===== src/rtl/fpr_pkg.sv =====
package fpr_pkg;

  typedef enum logic [1:0] {
    RT_FW   = 2'd0,
    RT_OTP  = 2'd1,
    RT_ROT  = 2'd2,
    RT_RSVD = 2'd3
  } regionType_e;

  localparam logic [2:0] K_READ  = 3'd0;
  localparam logic [2:0] K_WRITE = 3'd1;
  localparam logic [2:0] K_ERASE = 3'd2;
  localparam logic [2:0] K_EXEC  = 3'd3;
  localparam logic [2:0] K_CRC   = 3'd4;

  localparam logic [1:0] SEL_START  = 2'd0;
  localparam logic [1:0] SEL_END    = 2'd1;
  localparam logic [1:0] SEL_CTRL   = 2'd2;
  localparam logic [1:0] SEL_GLOBAL = 2'd3;

  localparam int RES_RD  = 0;
  localparam int RES_WR  = 1;
  localparam int RES_EX  = 2;
  localparam int RES_CRC = 3;
  localparam int RES_W   = 4;

  typedef struct packed {
    logic loadCfg;
    logic reqLoad;
    logic wrStart;
    logic wrEnd;
    logic wrCtrl;
  } dpStrobe_t;

endpackage


===== src/rtl/fpr_dp.sv =====
module fpr_dp
  import fpr_pkg::*;
#(
  parameter int NUM_REGIONS = 8,
  parameter int IDX_W       = 3,
  parameter int PAGE_W      = 12
) (
  input  logic                               clk,
  input  logic                               rstN,
  input  dpStrobe_t                          strb,
  input  logic [IDX_W-1:0]                   wrRegion,
  input  logic [PAGE_W-1:0]                  wrData,
  input  logic [NUM_REGIONS-1:0][1:0]        cfgType,
  input  logic [NUM_REGIONS-1:0]             cfgEnable,
  input  logic [NUM_REGIONS-1:0][PAGE_W-1:0] cfgStart,
  input  logic [NUM_REGIONS-1:0][PAGE_W-1:0] cfgEnd,
  input  logic [NUM_REGIONS-1:0][RES_W-1:0]  cfgRestrict,
  input  logic [2:0]                         reqKind,
  input  logic [PAGE_W-1:0]                  reqPage,
  input  logic [PAGE_W-1:0]                  reqFetchPage,
  input  logic                               lockQ,
  input  logic                               doneQ,
  input  logic [IDX_W-1:0]                   rdRegion,
  input  logic [1:0]                         rdSel,
  output logic [NUM_REGIONS-1:0][1:0]        regionType,
  output logic [PAGE_W-1:0]                  rdData,
  output logic                               rspValid,
  output logic                               rspGrant,
  output logic                               violation
);

  logic [NUM_REGIONS-1:0]             enQ;
  logic [NUM_REGIONS-1:0][PAGE_W-1:0] startQ;
  logic [NUM_REGIONS-1:0][PAGE_W-1:0] endQ;
  logic [NUM_REGIONS-1:0][RES_W-1:0]  resQ;
  logic [NUM_REGIONS-1:0][1:0]        typeQ;

  logic              validQ;
  logic [2:0]        kindQ;
  logic [PAGE_W-1:0] pageQ;
  logic [PAGE_W-1:0] fetchPageQ;

  logic [NUM_REGIONS-1:0] hitVec;
  logic [NUM_REGIONS-1:0] denyVec;
  logic [NUM_REGIONS-1:0] otpHitVec;

  assign regionType = typeQ;

  // request register
  always_ff @(posedge clk) begin
    if (strb.loadCfg) begin
      validQ     <= 1'b0;
      kindQ      <= K_READ;
      pageQ      <= '0;
      fetchPageQ <= '0;
    end else begin
      validQ <= strb.reqLoad;
      if (strb.reqLoad) begin
        kindQ      <= reqKind;
        pageQ      <= reqPage;
        fetchPageQ <= reqFetchPage;
      end
    end
  end

  for (genvar g = 0; g < NUM_REGIONS; g++) begin : gRegion
    logic selHere;
    logic fetchInside;
    logic gateOn;
    logic kindBlocked;

    assign selHere = (wrRegion == IDX_W'(g));

    always_ff @(posedge clk) begin
      if (strb.loadCfg) begin
        typeQ[g]  <= cfgType[g];
        enQ[g]    <= cfgEnable[g];
        startQ[g] <= cfgStart[g];
        endQ[g]   <= cfgEnd[g];
        resQ[g]   <= cfgRestrict[g];
      end else if (selHere) begin
        if (strb.wrStart) startQ[g] <= wrData;
        if (strb.wrEnd)   endQ[g]   <= wrData;
        if (strb.wrCtrl) begin
          enQ[g]  <= wrData[0];
          resQ[g] <= wrData[RES_W:1];
        end
      end
    end

    assign hitVec[g]      = enQ[g] && (pageQ >= startQ[g]) && (pageQ <= endQ[g]);
    assign fetchInside    = (fetchPageQ >= startQ[g]) && (fetchPageQ <= endQ[g]);
    assign gateOn         = (typeQ[g] != RT_ROT) || (doneQ && !fetchInside);
    assign otpHitVec[g]   = hitVec[g] && (typeQ[g] == RT_OTP);

    always_comb begin
      unique case (kindQ)
        K_READ:           kindBlocked = resQ[g][RES_RD];
        K_WRITE, K_ERASE: kindBlocked = resQ[g][RES_WR];
        K_EXEC:           kindBlocked = resQ[g][RES_EX];
        K_CRC:            kindBlocked = resQ[g][RES_CRC];
        default:          kindBlocked = 1'b1;
      endcase
    end

    assign denyVec[g] = hitVec[g] &&
                        ((otpHitVec[g] && (kindQ == K_ERASE)) || (gateOn && kindBlocked));
  end

  assign rspValid  = validQ;
  assign rspGrant  = validQ && !(|denyVec);
  assign violation = validQ && (|denyVec);

  // readback
  always_comb begin
    rdData = '0;
    if (rdSel == SEL_GLOBAL) begin
      rdData = PAGE_W'({doneQ, lockQ});
    end else if (int'(rdRegion) < NUM_REGIONS) begin
      unique case (rdSel)
        SEL_START: rdData = startQ[rdRegion];
        SEL_END:   rdData = endQ[rdRegion];
        default:   rdData = PAGE_W'({typeQ[rdRegion], resQ[rdRegion], enQ[rdRegion]});
      endcase
    end
  end

  AST_TYPE_FIXED: assert property (@(posedge clk) disable iff (!rstN)
    rstN |=> $stable(typeQ));
  AST_LOCKED_DESC_FROZEN: assert property (@(posedge clk) disable iff (!rstN)
    lockQ |=> ($stable(enQ) && $stable(startQ) && $stable(endQ) && $stable(resQ)));
  AST_OTP_NO_ERASE: assert property (@(posedge clk) disable iff (!rstN)
    (rspValid && (kindQ == K_ERASE) && (|otpHitVec)) |-> !rspGrant);
  AST_RSP_AFTER_REQ: assert property (@(posedge clk) disable iff (!rstN)
    strb.reqLoad |=> rspValid);
  AST_NO_SPURIOUS_RSP: assert property (@(posedge clk) disable iff (!rstN)
    !strb.reqLoad |=> !rspValid);
  AST_VIOL_WITH_DENY: assert property (@(posedge clk) disable iff (!rstN)
    violation |-> (rspValid && !rspGrant));

endmodule


===== config.mk =====
export PLATFORM = sky130hd
export DESIGN_NAME = fpr_dp
export DESIGN_NICKNAME = d
export VERILOG_FILES = /design/src/rtl/fpr_pkg.sv /design/src/rtl/fpr_dp.sv
export SDC_FILE = /design/constraint.sdc
export NUM_CORES = 1
export LEC_CHECK = 0
export ABC_AREA = 1
export CAP_MARGIN = 20
export CORE_MARGIN = 2
export CORE_UTILIZATION = 25
export DETAILED_ROUTE_END_ITERATION = 8
export DONT_BUFFER_PORTS = 1
export GPL_ROUTABILITY_DRIVEN = 0
export GPL_TIMING_DRIVEN = 0
export PLACE_DENSITY = 0.46
export SKIP_LAST_GASP = 1
export SLEW_MARGIN = 20
export SYNTH_ARGS = -nofsm -noshare
export SYNTH_HDL_FRONTEND = slang
export SYNTH_SLANG_ARGS = --single-unit

===== constraint.sdc =====
create_clock -name clk -period 5.4 [get_ports clk]
set_input_delay 0.54 -clock clk [delete_from_list [all_inputs] [get_ports clk]]
set_output_delay 0.54 -clock clk [all_outputs]
set_load 0.1 [all_outputs]

## Word-level counts from Yosys, hierarchy flattened

Index checks and enable logic that the tools add are counted.

| cells by class | value |
|---|---|
| equal/unequal tests | 29 |
| mux-type cells | 88 |
| magnitude comparators | 33 |
| reduce and logical (&&, ||, !) cells | 131 |

Operators with widths:

| cell | number |
|---|---|
| $mux W12 | 37 |
| $ge A12 B12 Y1 | 16 |
| $le A12 B12 Y1 | 16 |
| $bmux W12 S3 | 2 |
| $mux W4 | 18 |
| $logic_and A1 B1 Y1 | 66 |
| $reduce_and A2 Y1 | 24 |
| $pmux W1 S4 | 8 |
| $pmux W12 S2 | 1 |
| $reduce_bool A2 Y1 | 11 |
| $eq A2 B1 Y1 const B | 9 |
| $mux W1 | 18 |
| $logic_or A1 B1 Y1 | 16 |
| $ne A2 B2 Y1 const B | 8 |
| $eq A3 B3 Y1 const B | 5 |
| $bmux W4 S3 | 1 |
| $eq A3 B2 Y1 const B | 4 |
| $logic_not A1 Y1 | 9 |
| $reduce_or A8 Y1 | 1 |
| $bmux W2 S3 | 1 |
| $eq A3 B1 Y1 const B | 2 |
| $logic_not A3 Y1 | 2 |
| $lt A3 B4 Y1 const B | 1 |
| $bmux W1 S3 | 1 |
| 4 further kinds | 4 |

| storage, ports and cells | value |
|---|---|
| input bits | 304 |
| word-level logic and storage cells | 325 |
| flip-flop bits (word level) | 276 |

## Longest topological paths before layout

| depth | value |
|---|---|
| depth in word-level cells | 11 |
| depth in mapped cells | 20 |
| mapped depth without buffers | 20 |

## Least setup slack after synthesis

No wires, ideal clock.

| timing | value |
|---|---|
| path kind | reg-to-output |
| from | reg typeQ (netlist bit regionType[9]) |
| to | out rdData[6] |
| cell stages (with the launch flop) | 7 |
| arrival time | 3.958 ns |
| setup slack | 0.902 ns |
| required time | 4.860 ns |
| path buffers | 0 |
| path through | edfxtp_1 -> inv_1 -> o21ai_0 -> a21oi_1 -> o311ai_1 -> nand2_1 -> a311oi_1 |

| between the ends | value |
|---|---|
| cells in the longest elaborated chain, start to end | 4 |

RTL lines:

| what | RTL line | RTL |
|---|---|---|
| start, declared | fpr_dp.sv:36 | `logic [NUM_REGIONS-1:0][1:0] typeQ;` |
| start signal, assigned by index | fpr_dp.sv:76 | `typeQ[g] <= cfgType[g];` |
| $bmux W2 S3 | fpr_dp.sv:123 | `default: rdData = PAGE_W'({typeQ[rdRegion], resQ[rdRegion], enQ[rdRegion]});` |
| $mux W2 (implied by the code) | fpr_dp.sv:123 |  |
| $pmux W12 S2 | fpr_dp.sv:120 | `unique case (rdSel)` |
| $mux W12 | fpr_dp.sv:117 | `if (rdSel == SEL_GLOBAL) begin` |
| end, declared | fpr_dp.sv:26 | `output logic [PAGE_W-1:0] rdData,` |

Every way passes these cells. The select of a mux whose other input is x is not followed.

## Final worst setup path

| timing | value |
|---|---|
| from | reg pageQ[9] |
| to | out rspGrant |

| between the ends | value |
|---|---|
| cells in the longest elaborated chain, start to end | 10 |
| elaborated cells between the ends (all ways) | 67 |
| classes of those cells | order compare (16); reduce/logical (51) |

RTL lines:

| what | RTL line | RTL |
|---|---|---|
| start, declared | fpr_dp.sv:40 | `logic [PAGE_W-1:0] pageQ;` |
| start signal, assigned | fpr_dp.sv:60 | `pageQ <= reqPage;` |
| $ge A12 B12 Y1 | fpr_dp.sv:91 | `assign hitVec[g] = enQ[g] && (pageQ >= startQ[g]) && (pageQ <= endQ[g]);` |
| $logic_and A1 B1 Y1 (2 in series) | fpr_dp.sv:91 |  |
| $logic_and A1 B1 Y1 | fpr_dp.sv:94 | `assign otpHitVec[g] = hitVec[g] && (typeQ[g] == RT_OTP);` |
| $logic_and A1 B1 Y1 | fpr_dp.sv:107 | `((otpHitVec[g] && (kindQ == K_ERASE)) \|\| (gateOn && kindBlocked));` |
| $logic_or A1 B1 Y1 | fpr_dp.sv:107 |  |
| $logic_and A1 B1 Y1 | fpr_dp.sv:106 | `assign denyVec[g] = hitVec[g] &&` |
| $reduce_or A8 Y1 (*) | fpr_dp.sv:111 | `assign rspGrant = validQ && !(\|denyVec);` |
| $logic_not A1 Y1 (*) | fpr_dp.sv:111 |  |
| $logic_and A1 B1 Y1 (*) | fpr_dp.sv:111 |  |
| end, declared | fpr_dp.sv:28 | `output logic rspGrant,` |

Every way passes the cells marked *; elsewhere a longest branch is shown, timed or not.

==> impl_results.html <==
<table>
<tr><th>Metric</th><th>Value</th></tr>
<tr><th colspan="2">STA</th></tr>
<tr><td>Period utilization</td><td>0.967</td></tr>
<tr><td>Post-route clock skew</td><td>0 ps</td></tr>
<tr><td>Number of max-slew violations in the final report</td><td>0</td></tr>
<tr><td>Fin crit period</td><td>5220 ps</td></tr>
<tr><td>Maximum achievable frequency</td><td>192 MHz</td></tr>
<tr><td>Number of setup violations in the final report</td><td>0</td></tr>
<tr><td>Worst hold margin</td><td>76.4 ps</td></tr>
<tr><td>Post-route setup slack</td><td>180 ps</td></tr>
<tr><td>Summed negative setup slack over all endpoints</td><td>0 ps</td></tr>
<tr><td>Slew HR</td><td>0.140</td></tr>
<tr><td>Actual transition at the worst max-transition pin</td><td>1290 ps</td></tr>
<tr><td>Final hold viol count</td><td>0</td></tr>
<tr><td>Setup repair after global routing missed its margin</td><td>false</td></tr>
<tr><th colspan="2">Detailed routing</th></tr>
<tr><td>Top routing layer in use</td><td>met5</td></tr>
<tr><td>Amount of wire on met3 after detailed routing</td><td>9230 um</td></tr>
<tr><td>Routed via count</td><td>~21000</td></tr>
<tr><td>Average routed wire per standard cell</td><td>26.4 um</td></tr>
<tr><td>DRC violation count after routing</td><td>0</td></tr>
<tr><td>Via density per instance</td><td>about 5.1</td></tr>
<tr><td>DRT Wirelength</td><td>about 110000 um</td></tr>
<tr><td>Wire length on met2</td><td>49200 um</td></tr>
<tr><td>Drt pass-1 iters</td><td>8</td></tr>
<tr><td>Met1 layer wirelength in the final routing</td><td>about 47000 um</td></tr>
<tr><td>Remaining number of nets flagged by the antenna check after routing</td><td>0</td></tr>
<tr><td>DRC violation total after the first TritonRoute iteration</td><td>about 2200</td></tr>
<tr><th colspan="2">Pwr</th></tr>
<tr><td>Leakage power</td><td>12.4 nW</td></tr>
<tr><td>Total Power Consumption</td><td>between 7 and 8 mW</td></tr>
<tr><td>Total power density per cell area</td><td>293 nW/um^2</td></tr>
<tr><td>Worst ir drop on vdd</td><td>0.000244 V</td></tr>
<tr><th colspan="2">Synth</th></tr>
<tr><td>Synth Area per Inst</td><td>7.83 sq um</td></tr>
<tr><td>Proportion of synthesized flip-flops having asynchronous set or reset</td><td>0</td></tr>
<tr><td>Number of cells produced by synthesis</td><td>2874</td></tr>
<tr><td>Count of unique library cells instantiated by Yosys</td><td>45</td></tr>
<tr><td>Net Count, Synth</td><td>3562</td></tr>
<tr><td>Seq cells post-synth</td><td>about 280</td></tr>
<tr><td>Total standard cell area after synthesis</td><td>approximately 22000 sq um</td></tr>
<tr><td>Sequential cell area fraction in the yosys report</td><td>0.356</td></tr>
<tr><td>Post-synth EDFFs</td><td>248</td></tr>
<tr><td>Most used flip-flop cell after synthesis</td><td>sky130_fd_sc_hd__edfxtp_1</td></tr>
<tr><td>Yosys warnings</td><td>0</td></tr>
<tr><th colspan="2">Placement</th></tr>
<tr><td>Count of placed standard cells including taps</td><td>4061</td></tr>
<tr><td>Placed wire-length estimate</td><td>88600 um</td></tr>
<tr><td>Input/output buffers</td><td>0</td></tr>
<tr><td>Area of placed instances</td><td>approximately 24000 sq um</td></tr>
<tr><td>Worst slack after detailed placement</td><td>856 ps</td></tr>
<tr><th colspan="2">Clock network</th></tr>
<tr><td>Max clock buf depth</td><td>3</td></tr>
<tr><td>H-Tree Level Count</td><td>2</td></tr>
<tr><td>Number of setup buffers added after CTS</td><td>0</td></tr>
<tr><td>PostCTS Resize Cnt</td><td>0</td></tr>
<tr><td>Number of sinks on the clock net</td><td>276</td></tr>
<tr><td>Clk_lat worst skew</td><td>550 ps</td></tr>
<tr><td>CTS Buf Count</td><td>35</td></tr>
<tr><td>TritonCTS clock tree</td><td>yes</td></tr>
<tr><td>Buffer type at the clock tree root</td><td>sky130_fd_sc_hd__clkbuf_16</td></tr>
<tr><td>Number of buffers inserted for hold repair after clock tree synthesis</td><td>0</td></tr>
<tr><td>Clock input transition at the sequential cells of the worst setup and hold paths</td><td>around 60 ps</td></tr>
<tr><th colspan="2">Finish</th></tr>
<tr><td>Count of filler cells inserted in the layout</td><td>just under 10000</td></tr>
<tr><td>Filler-free cell count of the finished design</td><td>4133</td></tr>
<tr><td>Area added between synthesis and finish</td><td>13.7%</td></tr>
<tr><td>Most used cells in the layout excluding fill and tap cells</td><td>sky130_fd_sc_hd__nand2_1 (876), sky130_fd_sc_hd__ha_1 (384), sky130_fd_sc_hd__inv_1 (314)</td></tr>
<tr><td>Layout cells sized above 1</td><td>0.0556</td></tr>
<tr><td>Final core utilization</td><td>0.286</td></tr>
<tr><td>Layout Cell Area excl Fill</td><td>about 26000 sq um</td></tr>
<tr><td>Most common cell after layout, fill and taps aside</td><td>sky130_fd_sc_hd__nand2_1</td></tr>
<tr><td>Layout Nets</td><td>3612</td></tr>
<tr><th colspan="2">GRT</th></tr>
<tr><td>Initial antenna violation count</td><td>20</td></tr>
<tr><td>Via count of the first global-routing pass</td><td>19900</td></tr>
<tr><td>Global route total overflow</td><td>0</td></tr>
<tr><td>Gr usage total</td><td>0.230</td></tr>
<tr><td>First-pass GRT wire length</td><td>151000 um</td></tr>
<tr><td>Largest net degree at the start of global routing</td><td>18</td></tr>
<tr><th colspan="2">Critical path</th></tr>
<tr><td>Sequence of cells on the critical path</td><td>ha_1, a21oi_1, nor2_1, a211oi_1, nand3_1, o21ai_0, nor2_1, nand2_1, nand2_1, nor2_2, nand2_1, nor2_2</td></tr>
<tr><td>Worst Path Max Fanout</td><td>17</td></tr>
<tr><td>Highest cell delay on the worst timing path</td><td>1060 ps</td></tr>
<tr><td>Path type of the worst setup path</td><td>reg -&gt; out</td></tr>
<tr><td>Kind of launch point of the worst setup path</td><td>flip-flop</td></tr>
<tr><td>Slowest cell on the critical path</td><td>sky130_fd_sc_hd__dfxtp_1</td></tr>
<tr><td>Crit path arrival time</td><td>around 4700 ps</td></tr>
<tr><td>Endpoint class of the critical path</td><td>primary output</td></tr>
<tr><td>Top cell by count, worst path</td><td>sky130_fd_sc_hd__nand2_1</td></tr>
<tr><td>Required time of the critical path</td><td>4860 ps</td></tr>
<tr><th colspan="2">Flow run</th></tr>
<tr><td>Number of maximum-capacitance violations</td><td>0</td></tr>
<tr><th colspan="2">Die</th></tr>
<tr><td>Initial core utilization</td><td>0.251</td></tr>
<tr><td>Die X-Extent</td><td>304 um</td></tr>
<tr><td>Area of the die</td><td>92400 sq um</td></tr>
<tr><td>Row Count</td><td>110</td></tr>
<tr><td>Core Box Area</td><td>about 90000 sq um</td></tr>
<tr><td>I/O pin count</td><td>335</td></tr>
<tr><td>Die Y-Extent</td><td>304 um</td></tr>
<tr><th colspan="2">Hold path</th></tr>
<tr><td>Kind of path behind the tightest hold check</td><td>in -&gt; reg</td></tr>
<tr><th colspan="2">Outcome</th></tr>
<tr><td>Run status</td><td>finished, final reports clean</td></tr>
</table>
-- power by group --
group	total, mW	switching, mW	internal, mW
clock network	2.56	1.06	1.50
logic	1.99	1.37	0.617
registers	2.95	0.349	2.61
total	7.50	2.78	4.72
-- cell families after synthesis --
family | after synthesis | share of synthesized area
simple gates | 1258 | 0.226
compound gates | 530 | 0.130
buf+inv | 426 | 0.0746
fa+ha+maj | 384 | 0.214
flops | 276 | 0.356
-- routing by layer --
| metal | up-vias | track usage |
|---|---|---|
| met1 | 9961 | 0.304 |
| met4 | 16 | 0.0783 |
| met2 | 959 | 0.372 |
| li1 | 9874 | - |
| met5 | - | 0 |
| met3 | 174 | 0.0480 |
-- area by class of cell --
cell class / instances / area (sq um) / area share
flip-flops and latches: 276 / 8020 / 0.314
multi-input cells: 2172 / 13000 / 0.507
well taps: 1176 / 1470 / 0.0575
plain buffers: 103 / 460 / 0.0180
clock inverters: 18 / 229 / 0.00895
diodes: 8 / 20.0 / 0.000783
inverters: 323 / 1220 / 0.0476
clock buffers: 44 / 956 / 0.0374
repair buffers: 13 / 239 / 0.00934
-- flip-flops by register name, summed over array words and instances (netlist names) --
name,flops
fetchPageQ,12
resQ,32
rspValid,1
startQ,96
enQ,8
pageQ,12
endQ,96
regionType,16
kindQ,3
-- path summary, 6_finish.rpt --
check / from / endpoint / slack [ps] / cells past startpoint
min: cfgType[14] / regionType[14] / 80 / 0
max reg2reg: pageQ[2] / pageQ[2] / 3870 / 2
max: pageQ[9] / rspGrant / 180 / 12
min reg2reg: kindQ[2] / kindQ[2] / 680 / 3
-- cells in the mapped netlist, drive strengths merged, types with 23 or more instances --
cell type,count,share of area
o21ai,183,0.041
edfxtp,248,0.33
nand4,44,0.012
nand3,102,0.023
ha,384,0.21
nand2,877,0.15
inv,321,0.054
o211ai,23,0.0077
a21oi,260,0.058
nor2,203,0.035
dfxtp,28,0.025
buf,50,0.012
clkbuf,53,0.0088
-- worst max-delay path: cells and delay by family (launching register included) --
family,cells,cell delay (ps)
flops,1,1060
simple gates,8,1680
fa+ha+maj,1,410
compound gates,3,930
Power figures use the tool's default switching activity.
